$ cat src/rtl/i2c_stat_pkg.sv
package i2c_stat_pkg;
  localparam int STAT_W    = 32;
  localparam int NUM_W1C   = 6;
  localparam int BIT_BERR  = 10;
  localparam int BIT_SAD   = 9;
  localparam int BIT_GC    = 8;
  localparam int BIT_RXF   = 7;
  localparam int BIT_TXE   = 6;
  localparam int BIT_ARB   = 5;
  localparam int BIT_SSTOP = 4;
  localparam int BIT_BUSY  = 3;

  // enable index -> status bit
  function automatic int w1c_pos(input int idx);
    case (idx)
      0:       return BIT_SSTOP;
      1:       return BIT_ARB;
      2:       return BIT_TXE;
      3:       return BIT_RXF;
      4:       return BIT_SAD;
      default: return BIT_BERR;
    endcase
  endfunction
endpackage

$ cat src/rtl/i2c_stat_flag.sv
module i2c_stat_flag (
  input  logic clk_i,
  input  logic rst_ni,
  input  logic set_i,
  input  logic clr_i,
  output logic flag_o
);
  always_ff @(posedge clk_i or negedge rst_ni) begin
    if (!rst_ni)     flag_o <= 1'b0;
    else if (set_i)  flag_o <= 1'b1;   // set beats clear
    else if (clr_i)  flag_o <= 1'b0;
  end
endmodule

$ cat src/rtl/i2c_stat_irq.sv
module i2c_stat_irq #(
  parameter int N = 6
) (
  input  logic         clk_i,
  input  logic         rst_ni,
  input  logic [N-1:0] flags_i,
  input  logic [N-1:0] en_i,
  output logic         irq_o
);
  always_ff @(posedge clk_i or negedge rst_ni) begin
    if (!rst_ni) irq_o <= 1'b0;
    else         irq_o <= |(flags_i & en_i);
  end
endmodule

$ cat src/rtl/i2c_stat_reg.sv
module i2c_stat_reg
  import i2c_stat_pkg::*;
#(
  parameter int DATA_W = STAT_W
) (
  input  logic               clk_i,
  input  logic               rst_ni,
  input  logic               reg_we_i,
  input  logic [DATA_W-1:0]  reg_wdata_i,
  output logic [DATA_W-1:0]  reg_rdata_o,
  input  logic               mst_tx_noack_i,
  input  logic               slv_rx_nak_i,
  input  logic               addr_hit_i,
  input  logic               hit_own_i,
  input  logic               hit_gc_i,
  input  logic               rx_byte_i,
  input  logic               tx_byte_i,
  input  logic               arb_lost_i,
  input  logic               stop_seen_i,
  input  logic               slave_mode_i,
  input  logic               bus_busy_i,
  input  logic               unit_owns_bus_i,
  input  logic [NUM_W1C-1:0] irq_en_i,
  output logic               irq_o
);
  logic [NUM_W1C-1:0] set_vec, flag_vec;
  logic [DATA_W-1:0]  clr_mask;
  logic               gc_q;
  logic               unused_wdata;

  assign clr_mask     = reg_we_i ? reg_wdata_i : '0;
  assign unused_wdata = ^reg_wdata_i;

  assign set_vec[0] = stop_seen_i & slave_mode_i;
  assign set_vec[1] = arb_lost_i;
  assign set_vec[2] = tx_byte_i;
  assign set_vec[3] = rx_byte_i;
  assign set_vec[4] = addr_hit_i & (hit_own_i | hit_gc_i);
  assign set_vec[5] = mst_tx_noack_i | slv_rx_nak_i;

  for (genvar i = 0; i < NUM_W1C; i++) begin : g_flag
    localparam int POS = w1c_pos(i);
    i2c_stat_flag u_flag (
      .clk_i  (clk_i),
      .rst_ni (rst_ni),
      .set_i  (set_vec[i]),
      .clr_i  (clr_mask[POS]),
      .flag_o (flag_vec[i])
    );
  end

  // general call follows the slave-address clear
  i2c_stat_flag u_gc (
    .clk_i  (clk_i),
    .rst_ni (rst_ni),
    .set_i  (addr_hit_i & hit_gc_i),
    .clr_i  (clr_mask[BIT_SAD]),
    .flag_o (gc_q)
  );

  i2c_stat_irq #(.N(NUM_W1C)) u_irq (
    .clk_i   (clk_i),
    .rst_ni  (rst_ni),
    .flags_i (flag_vec),
    .en_i    (irq_en_i),
    .irq_o   (irq_o)
  );

  always_comb begin
    reg_rdata_o = '0;
    for (int i = 0; i < NUM_W1C; i++) reg_rdata_o[w1c_pos(i)] = flag_vec[i];
    reg_rdata_o[BIT_GC]   = gc_q;
    reg_rdata_o[BIT_BUSY] = bus_busy_i & ~unit_owns_bus_i;
  end
endmodule

$ cat config.mk
export PLATFORM = sky130hd
export DESIGN_NAME = i2c_stat_reg
export DESIGN_NICKNAME = d
export VERILOG_FILES = /design/src/rtl/i2c_stat_pkg.sv /design/src/rtl/i2c_stat_flag.sv /design/src/rtl/i2c_stat_irq.sv /design/src/rtl/i2c_stat_reg.sv
export SDC_FILE = /design/constraint.sdc
export NUM_CORES = 1
export LEC_CHECK = 0
export ABC_AREA = 1
export BUFFER_PORTS_ARGS = -buffer_cell sky130_fd_sc_hd__buf_2
export CAP_MARGIN = 5
export CORE_MARGIN = 5
export CORE_UTILIZATION = 31
export DETAILED_ROUTE_END_ITERATION = 16
export PLACE_DENSITY_LB_ADDON = 0.05
export SYNTH_ARGS = -nofsm -noshare
export SYNTH_HDL_FRONTEND = slang
export SYNTH_SLANG_ARGS = --single-unit
$ cat constraint.sdc
create_clock -name clk_i -period 1.3 [get_ports clk_i]
set_input_delay 0 -clock clk_i [delete_from_list [all_inputs] [get_ports clk_i]]
set_output_delay 0 -clock clk_i [all_outputs]
set_load 0.02 [all_outputs]
==> results of run 1 <==
metrics by stage:
step	hold slack [ps]	setup WS, ps	std cells
finish	12.0	49.2	144
global route	22.3	7.12	144
CTS	4.65	67.0	144
detailed placement	-144	535	127
global placement	-141	529	127
floorplan	-296	584	98
worst max-delay path: stages:
cell	delay [ps]
sky130_fd_sc_hd__dlygate4sd3_1	530
sky130_fd_sc_hd__buf_2	120
sky130_fd_sc_hd__o21ai_0	130
sky130_fd_sc_hd__dlygate4sd3_1	560
sky130_fd_sc_hd__nand2_1	50
report_power, final:
part	total (mW)	internal [mW]	switching [mW]
combinational	0.225	0.0865	0.139
clock	0.185	0.105	0.0798
sequential	0.280	0.268	0.0114
total	0.690	0.460	0.230
cell type report:
type | instances | area [um^2]
Clock buffer | 3 | 22.5
Tap cell | 25 | 31.3
Fill cell | 199 | 942
Sequential cell | 8 | 200
Multi-Input combinational cell | 57 | 226
Inverter | 2 | 7.51
Timing Repair Buffer | 49 | 315
path summary, 6_finish.rpt:
path	end	cells after the start	from	slack [ps]
worst max-delay path	g_flag[4].u_flag.flag_o	5	hit_gc_i	50
worst min-delay path	u_irq.irq_o	5	irq_en_i[0]	10
worst max register to register	u_irq.irq_o	4	g_flag[5].u_flag.flag_o	550
worst min register to register	u_gc.flag_o	2	u_gc.flag_o	470
max in group asynchronous	u_gc.flag_o	2	rst_ni	1010
min in group asynchronous	g_flag[1].u_flag.flag_o	2	rst_ni	120
registers in the layout, indices dropped and copies added (netlist names):
| register | cells |
|---|---|
| g_flag.u_flag.flag_o | 6 |
| u_gc.flag_o | 1 |
| u_irq.irq_o | 1 |
cells by family after synthesis:
logic type | Yosys count
other | 1
DFF | 8
buffers and inverters | 33
AOI/OAI and AO/OA | 4
and+or+nand+nor | 29
cell usage after synthesis, drive strengths merged:
library cell / instances
buf: 31
nand2: 26
dfrtp: 8
a21o: 3
nor2: 3
inv: 2
conb: 1
o21ai: 1
layer usage:
| metal | up-vias | global-route usage [%] |
|---|---|---|
| li1 | 262 | - |
| met1 | 229 | 9.23 |
| met2 | 33 | 17.1 |
| met3 | 0 | 5.63 |
| met4 | 0 | 2.55 |
| met5 | - | 0 |
repair_timing:
action / in CTS / in global routing
hold buffers: 14 / 0
hold endpoints to repair: 15 / 0
setup endpoints to repair: 0 / 0
==> metrics, run 1 <==
status finished, final reports clean; Cell Pwr Density 859 mW/mm^2; total non-filler cell area in the finished layout 803 um^2; wire length per cell 9.38 um; remaining antenna violation count after routing 0; count of final setup violators 0; Die Ht 53.3 um; Leak Pwr 0.465 nW; # DRC 0; total number of yosys warnings 0; Total Routing Usage GR 9.61%; worst-skew pair later-pin latency 250 ps; TritonCTS clock tree done; flip-flop and latch count after synthesis 8; initial antenna violation count 0; hold violation total from the final report 0; top achievable clock speed 0.800 GHz; simple-gate share of the synthesized area 18.8%; worst setup skew after layout 3.38 ps; area added between synthesis and finish 38.4%; final critical path time including I/O delays and setup 1250 ps; dominant combinational cell family by area after synthesis buffers and inverters; library cell used as clock root buffer sky130_fd_sc_hd__clkbuf_4; routed length on met1 468 um; post-cts repair resize count 0; number of top-level pins 86; Tightest Hold Check Type in2reg; CP max FO 2; maximum number of pins on one net before global-route repair 9; Startpoint Class input pin; Arr. time, crit path 1390 ps; endpoint type of the worst setup path register; total via count after detailed routing 524; mux share of post-synthesis cell area 0%; Critical Setup Path Class in2reg; Pins Over Slew Limit 0; die width 53.3 um; total power draw 0.690 mW; port buffer count 35; top area cells in the synthesized netlist sky130_fd_sc_hd__buf_4 (40%), sky130_fd_sc_hd__dfrtp_1 (34%), sky130_fd_sc_hd__nand2_1 (17%); number of global-route vias before repair 441; total length of routed met3 wires 208 um; mean number of vias per cell 3.64; NumNets Final 174; full die area 0.00284 mm^2; starting density of the core 33.3%; WP data required 1440 ps; Post-Synthesis Cells 75; max layer used met3; placement row count 15; Post-Synthesis Cell Area 581 um^2; commonest cells after routing, fill and taps aside sky130_fd_sc_hd__buf_2 (35), sky130_fd_sc_hd__nand2_1 (26), sky130_fd_sc_hd__conb_1 (24); global-route wire length before repair 1890 um; post-synthesis share of cell area spent on xor and xnor gates 0%; buffer levels on the longest clock path 2; share of Yosys cell area claimed by the top area cell type 40.1%; Final HPWL DP 1070 um; RePlAce Congestion 0.617; antenna cell count 0; synthesized-area fraction occupied by ao, oa, aoi and oai cells 4.74%; detailed-routing iteration count for the pre-antenna-repair pass 1; clock sink total 8; TritonCTS buffer count 3; VDD IR-drop max 0.457 mV; # H-tree levels 1; adder-cell share of the synthesized area 0%; clock transition at the registers of the reported paths 50 ps; final critical-path share of the clock period 96.2%; WL final 1350 um; Synth cell types 8; post-synth top area cell sky130_fd_sc_hd__buf_4; GRT overflow 0; most common library cell in the layout ignoring fill and taps sky130_fd_sc_hd__buf_2; routed length on met2 674 um; post-synthesis sequential area ratio 34.5%; setup repair bufs after CTS 0; mean area per synthesized cell 7.74 um^2; setup repair after global routing missed its margin no; Placement Cell Area 641 um^2; Setup Total Neg Slack 0 ps; Finished Core Util 46.0%; fraction of layout cells with a size suffix above 1 31.9%; max_cap viols 0; core box area 0.00175 mm^2; initial drt markers 0
Note: power is estimated with default switching activity, not from simulation.
==> inputs of run 2 (changes only) <==
--- a/config.mk
+++ b/config.mk
@@ -9,7 +9,7 @@
 export BUFFER_PORTS_ARGS = -buffer_cell sky130_fd_sc_hd__buf_2
 export CAP_MARGIN = 5
 export CORE_MARGIN = 5
-export CORE_UTILIZATION = 31
+export CORE_UTILIZATION = 29
 export DETAILED_ROUTE_END_ITERATION = 16
 export PLACE_DENSITY_LB_ADDON = 0.05
 export SYNTH_ARGS = -nofsm -noshare
==> constraint.sdc (replaced) <==
create_clock -name clk_i -period 1.4 [get_ports clk_i]
set_input_delay 0 -clock clk_i [delete_from_list [all_inputs] [get_ports clk_i]]
set_output_delay 0 -clock clk_i [all_outputs]
set_load 0.02 [all_outputs]
==> run 2 against run 1 <==
Global-route usage is 0.86 points lower. Largest power group unchanged. Worst hold slack hardly changed. Worst setup slack better by 97 ps. Flip-flop and latch count stayed put.
==> metrics, run 2 (synthesized netlist as in run 1, its figures left out) <==
count of final setup violators 0 (unchanged); clock sink total 8 (unchanged); Regs by FF count g_flag.u_flag.flag_o: 6 flops, u_gc.flag_o: 1 flops, u_irq.irq_o: 1 flops (unchanged); # H-tree levels 1 (unchanged); number of flip-flops under the largest register name 6 (unchanged); final critical-path share of the clock period 89.6%; endpoint type of the worst setup path register (unchanged); VDD IR-drop max 0.406 mV (was 0.457 mV); Arr. time, crit path 1400 ps (was 1390 ps); total length of routed met3 wires 169 um (was 208 um); mean number of vias per cell 3.53 (was 3.64); Tightest Hold Check Type in2reg (unchanged); endpoint of the worst register-to-register path u_irq.irq_o (unchanged); most common library cell in the layout ignoring fill and taps sky130_fd_sc_hd__buf_2 (unchanged); # DRC 0 (unchanged); antenna cell count 0 (unchanged); Reg2Reg Launch Point g_flag[4].u_flag.flag_o (was g_flag[5].u_flag.flag_o); fill cell instance count of the final layout 236 (was 199); Critical Setup Path Class in2reg (unchanged); Endpoint, Worst Hold u_gc.flag_o (was u_irq.irq_o); setup repair bufs after CTS 0 (unchanged); commonest cells after routing, fill and taps aside sky130_fd_sc_hd__buf_2 (35), sky130_fd_sc_hd__nand2_1 (26), sky130_fd_sc_hd__conb_1 (24) (unchanged); initial antenna violation count 0 (unchanged); Setup Total Neg Slack 0 ps (unchanged); max layer used met3 (unchanged); Startpoint Class input pin (unchanged); TritonCTS clock tree done (unchanged); Cell Pwr Density 800 mW/mm^2 (was 859 mW/mm^2); initial drt markers 1 (was 0); max_cap viols 0 (unchanged); port buffer count 35 (unchanged); full die area 0.00300 mm^2 (was 0.00284 mm^2); area added between synthesis and finish 38.8% (was 38.4%); routed length on met1 464 um (was 468 um); worst reg-to-reg path cell count 4 (unchanged); TritonCTS buffer count 3 (unchanged); worst setup skew after layout 0.925 ps (was 3.38 ps); hold wc startpoint reg_wdata_i[9] (was irq_en_i[0]); routed length on met2 686 um (was 674 um); Leak Pwr 0.465 nW (unchanged); top achievable clock speed 0.797 GHz; status finished, final reports clean (unchanged); final critical path time including I/O delays and setup 1250 ps; placement row count 16 (was 15); detailed-routing iteration count for the pre-antenna-repair pass 2 (was 1); setup repair after global routing missed its margin no (unchanged); RePlAce Congestion 0.615 (was 0.617); number of global-route vias before repair 453 (was 441); NumNets Final 174 (unchanged); Die Ht 54.7 um (was 53.3 um); Hold Crit Depth 4 (was 5); WP data required 1540 ps (was 1440 ps); Finished Core Util 41.5% (was 46.0%); fraction of layout cells with a size suffix above 1 31.9% (unchanged); global-route wire length before repair 1790 um (was 1890 um); Post-Place Cells 129 (was 127); maximum number of pins on one net before global-route repair 9 (unchanged); wire length per cell 9.04 um (was 9.38 um); hold violation total from the final report 0 (unchanged); total power draw 0.644 mW (was 0.690 mW); buffer levels on the longest clock path 2 (unchanged); Total Routing Usage GR 8.75% (was 9.61%); WL final 1320 um (was 1350 um); clock transition at the registers of the reported paths 60 ps (was 50 ps); remaining antenna violation count after routing 0 (unchanged); Final HPWL DP 1030 um (was 1070 um); library cell used as clock root buffer sky130_fd_sc_hd__clkbuf_4 (unchanged); GRT overflow 0 (unchanged); number of top-level pins 86 (unchanged); worst-skew pair later-pin latency 250 ps (about the same); CP max FO 2 (unchanged); core box area 0.00194 mm^2 (was 0.00175 mm^2); Pins Over Slew Limit 0 (unchanged); starting density of the core 29.9% (was 33.3%); total via count after detailed routing 516 (was 524); setup slack on the worst flop-to-flop path 630 ps (was 550 ps); register with the most flip-flops g_flag.u_flag.flag_o (unchanged); non-filler instance count after layout 146 (was 144); die width 54.7 um (was 53.3 um)
==> run 2: cell counts in the layout (fill, tap and decap cells not counted) <==
No cell type changed its count.
==> run 2: critical path, stage by stage <==
cell and delay [ps]:
sky130_fd_sc_hd__dlygate4sd3_1 520, sky130_fd_sc_hd__buf_2 120, sky130_fd_sc_hd__o21ai_0 140, sky130_fd_sc_hd__dlygate4sd3_1 560
sky130_fd_sc_hd__nand2_1 50
==> run 2: worst max-delay path by stage <==
stage	start	end	cells after the start
final	hit_gc_i	g_flag[4].u_flag.flag_o	5
after global routing	hit_gc_i	g_flag[4].u_flag.flag_o	5
after CTS	hit_gc_i	g_flag[4].u_flag.flag_o	5
after detailed placement	g_flag[5].u_flag.flag_o	u_irq.irq_o	4
after global placement	g_flag[5].u_flag.flag_o	u_irq.irq_o	4
after floorplan	g_flag[4].u_flag.flag_o	u_irq.irq_o	4
==> run 2: power breakdown <==
group          switching (mW)  internal (mW)  total (mW)  leakage (nW)
logic                   0.127         0.0803       0.208         0.370
registers              0.0111          0.249       0.260        0.0816
clock network          0.0785         0.0981       0.177        0.0138
==> run 2: final cells by class <==
class | instances | area (um^2) | area share [%]
Timing Repair Buffer | 49 | 315 | 39.1
Multi-Input combinational cell | 57 | 226 | 28.1
Sequential cell | 8 | 200 | 24.8
Tap cell | 27 | 33.8 | 4.19
Clock buffer | 3 | 22.5 | 2.80
Inverter | 2 | 7.51 | 0.932
==> run 2: metrics by stage <==
stage | setup slack, ps | instance area (um^2) | hold WS (ps)
after global placement | 632 | 643 | -139
after CTS | 162 | 806 | 5.92
after global routing | 119 | 806 | 25.0
after detailed placement | 626 | 643 | -139
final | 146 | 806 | 12.2
after floorplan | 684 | 667 | -296
==> run 2: layer usage <==
layer | track usage [%] | up-vias
met2 | 14.2 | 30
met4 | 4.98 | 0
li1 | - | 262
met1 | 9.72 | 224
met3 | 3.27 | 0
met5 | 0 | -
==> run 2: what timing repair did <==
action,in CTS,in global routing
resized for setup,0,0
hold buffers,14,0
setup endpoints to repair,0,0
endpoints found under the hold margin,15,0
==> inputs of run 3 (changes only) <==
--- a/config.mk
+++ b/config.mk
@@ -6,11 +6,11 @@
 export NUM_CORES = 1
 export LEC_CHECK = 0
 export ABC_AREA = 1
-export BUFFER_PORTS_ARGS = -buffer_cell sky130_fd_sc_hd__buf_2
 export CAP_MARGIN = 5
-export CORE_MARGIN = 5
-export CORE_UTILIZATION = 29
+export CORE_AREA = 5 5 42 44
 export DETAILED_ROUTE_END_ITERATION = 16
+export DIE_AREA = 0 0 47 49
+export DONT_BUFFER_PORTS = 1
 export PLACE_DENSITY_LB_ADDON = 0.05
 export SYNTH_ARGS = -nofsm -noshare
 export SYNTH_HDL_FRONTEND = slang
==> run 3 against run 2 <==
Maximum frequency shrank 7.3%. Sequential power increased by 10%. Count of clock-buffer cells in the layout did not move. Sequential share of layout area grew 2.9 points. Largest power group unchanged.
==> metrics, run 3 (synthesized netlist as in run 1, its figures left out) <==
status finished, final reports clean (unchanged); remaining antenna violation count after routing 0 (unchanged); top achievable clock speed 0.739 GHz (was 0.797 GHz); total via count after detailed routing 445 (was 516); worst-skew pair later-pin latency 250 ps (about the same); Startpoint Class register (was input pin); Pins Over Slew Limit 0 (unchanged); RePlAce Congestion 0.619 (was 0.615); wire length per cell 11.7 um (was 9.04 um); worst setup skew after layout 4.45 ps (was 0.925 ps); maximum number of pins on one net before global-route repair 9 (unchanged); fraction of layout cells with a size suffix above 1 5.26% (was 31.9%); number of flip-flops under the largest register name 6 (unchanged); Cell Pwr Density 849 mW/mm^2 (was 800 mW/mm^2); worst hold slack 82.9 ps (was 12.2 ps); critical path's largest stage delay 550 ps (was 560 ps); Final HPWL DP 892 um (was 1030 um); Arr. time, crit path 1490 ps (was 1400 ps); Total Routing Usage GR 10.8% (was 8.75%); detailed-routing iteration count for the pre-antenna-repair pass 1 (was 2); Post-Place Cells 83 (was 129); hold violation total from the final report 0 (unchanged); WP data required 1540 ps (about the same); setup repair after global routing missed its margin no (unchanged); placement row count 14 (was 16); mean number of vias per cell 4.01 (was 3.53); TritonCTS clock tree done (unchanged); area added between synthesis and finish 25.6% (was 38.8%); Tightest Hold Check Type in2out (was in2reg); starting density of the core 41.4% (was 29.9%); commonest cells after routing, fill and taps aside sky130_fd_sc_hd__nand2_1 (26), sky130_fd_sc_hd__dlygate4sd3_1 (25), sky130_fd_sc_hd__conb_1 (24) (was sky130_fd_sc_hd__buf_2 (35), sky130_fd_sc_hd__nand2_1 (26), sky130_fd_sc_hd__conb_1 (24)); core box area 0.00140 mm^2 (was 0.00194 mm^2); total power draw 0.620 mW (was 0.644 mW); most common library cell in the layout ignoring fill and taps sky130_fd_sc_hd__nand2_1 (was sky130_fd_sc_hd__buf_2); buffer levels on the longest clock path 2 (unchanged); clock transition at the registers of the reported paths 60 ps (about the same); WL final 1300 um (was 1320 um); non-filler instance count after layout 111 (was 146); # H-tree levels 1 (unchanged); initial antenna violation count 0 (unchanged); Critical Setup Path Class reg2reg (was in2reg); Setup Total Neg Slack 0 ps (unchanged); Regs by FF count g_flag.u_flag.flag_o: 6 flops, u_gc.flag_o: 1 flops, u_irq.irq_o: 1 flops (unchanged); most frequent cell on the critical path sky130_fd_sc_hd__nand2_1 (was sky130_fd_sc_hd__dlygate4sd3_1); setup slack on the worst flop-to-flop path 50 ps (was 630 ps); number of top-level pins 86 (unchanged); Die Ht 49 um (was 54.7 um); NumNets Final 150 (was 174); GRT overflow 0 (unchanged); CP max FO 3 (was 2); full die area 0.00230 mm^2 (was 0.00300 mm^2); count of final setup violators 0 (unchanged); number of global-route vias before repair 451 (was 453); final critical path time including I/O delays and setup 1350 ps (was 1250 ps); Leak Pwr 0.371 nW (was 0.465 nW); library cell used as clock root buffer sky130_fd_sc_hd__clkbuf_4 (unchanged); # DRC 0 (unchanged); antenna cell count 0 (unchanged); endpoint type of the worst setup path register (unchanged); critical path cell sequence nand2_1 -> nand2_1 -> dlygate4sd3_1 -> inv_1 -> nand2_1 (was dlygate4sd3_1 -> buf_2 -> o21ai_0 -> dlygate4sd3_1 -> nand2_1); die width 47 um (was 54.7 um); final critical-path share of the clock period 96.6% (was 89.6%); port buffer count 0 (was 35); TritonCTS buffer count 3 (unchanged); VDD IR-drop max 0.422 mV (was 0.406 mV); clock sink total 8 (unchanged); register with the most flip-flops g_flag.u_flag.flag_o (unchanged); initial drt markers 0 (was 1); slowest library cell on the worst path sky130_fd_sc_hd__dlygate4sd3_1 (unchanged); max_cap viols 0 (unchanged); global-route wire length before repair 1780 um (was 1790 um)
## run 3: cell count changes in the layout (fill, tap and decap cells not counted), sizes merged
cell	before	now
dlygate4sd3	14	25
buf	35	0
## run 3: layout make-up
class / count / area, um^2
fill: 134 / 672
timing repair buffer: 25 / 250
multi-input combinational: 57 / 226
sequential: 8 / 203
clock buffer: 3 / 22.5
tap: 16 / 20.0
inverter: 2 / 7.51
## run 3: worst paths after layout
kind | start | end | cells after the start
setup / recovery | g_flag[2].u_flag.flag_o | u_irq.irq_o | 5
hold / removal | unit_owns_bus_i | reg_rdata_o[3] | 1
setup reg to reg | g_flag[2].u_flag.flag_o | u_irq.irq_o | 5
hold reg to reg | u_gc.flag_o | u_gc.flag_o | 2
max in group asynchronous | rst_ni | g_flag[2].u_flag.flag_o | 1
min in group asynchronous | rst_ni | g_flag[1].u_flag.flag_o | 1
## run 3: repair_timing
action | CTS | global route
setup buffers | 0 | 0
gates resized for setup | 0 | 2
endpoints found under the hold margin | 16 | 0
endpoints found under the setup margin | 0 | 1
hold buffers | 25 | 0
## run 3: per-layer routing
layer / vias to the layer above / global-route usage, % / routed length (um)
li1: 213 / - / -
met1: 195 / 9.84 / 404
met2: 35 / 19.7 / 684
met3: 2 / 1.48 / 194
met4: 0 / 8.29 / 20
met5: - / 0 / 0
## run 3: worst max-delay path: cells and delay by family (launching register included)
family / cells / cell delay, ps
flip-flops: 1 / 460
AND/OR/NAND/NOR: 3 / 180
buffers and inverters: 2 / 600
## run 3: metrics by stage
step	util [%]	setup WS, ps	instance area (um^2)
2_1_floorplan	-	684	667
3_3_place_gp	32.4	502	454
3_5_place_dp	32.4	486	454
4_1_cts	51.9	26.2	727
5_1_grt	52.1	9.68	729
6_report	52.1	47.3	729
## run 3: report_power, final
group | total (mW) | switching (mW) | internal, mW
logic | 0.160 | 0.0937 | 0.0662
registers | 0.287 | 0.0377 | 0.250
clock network | 0.172 | 0.0745 | 0.0978
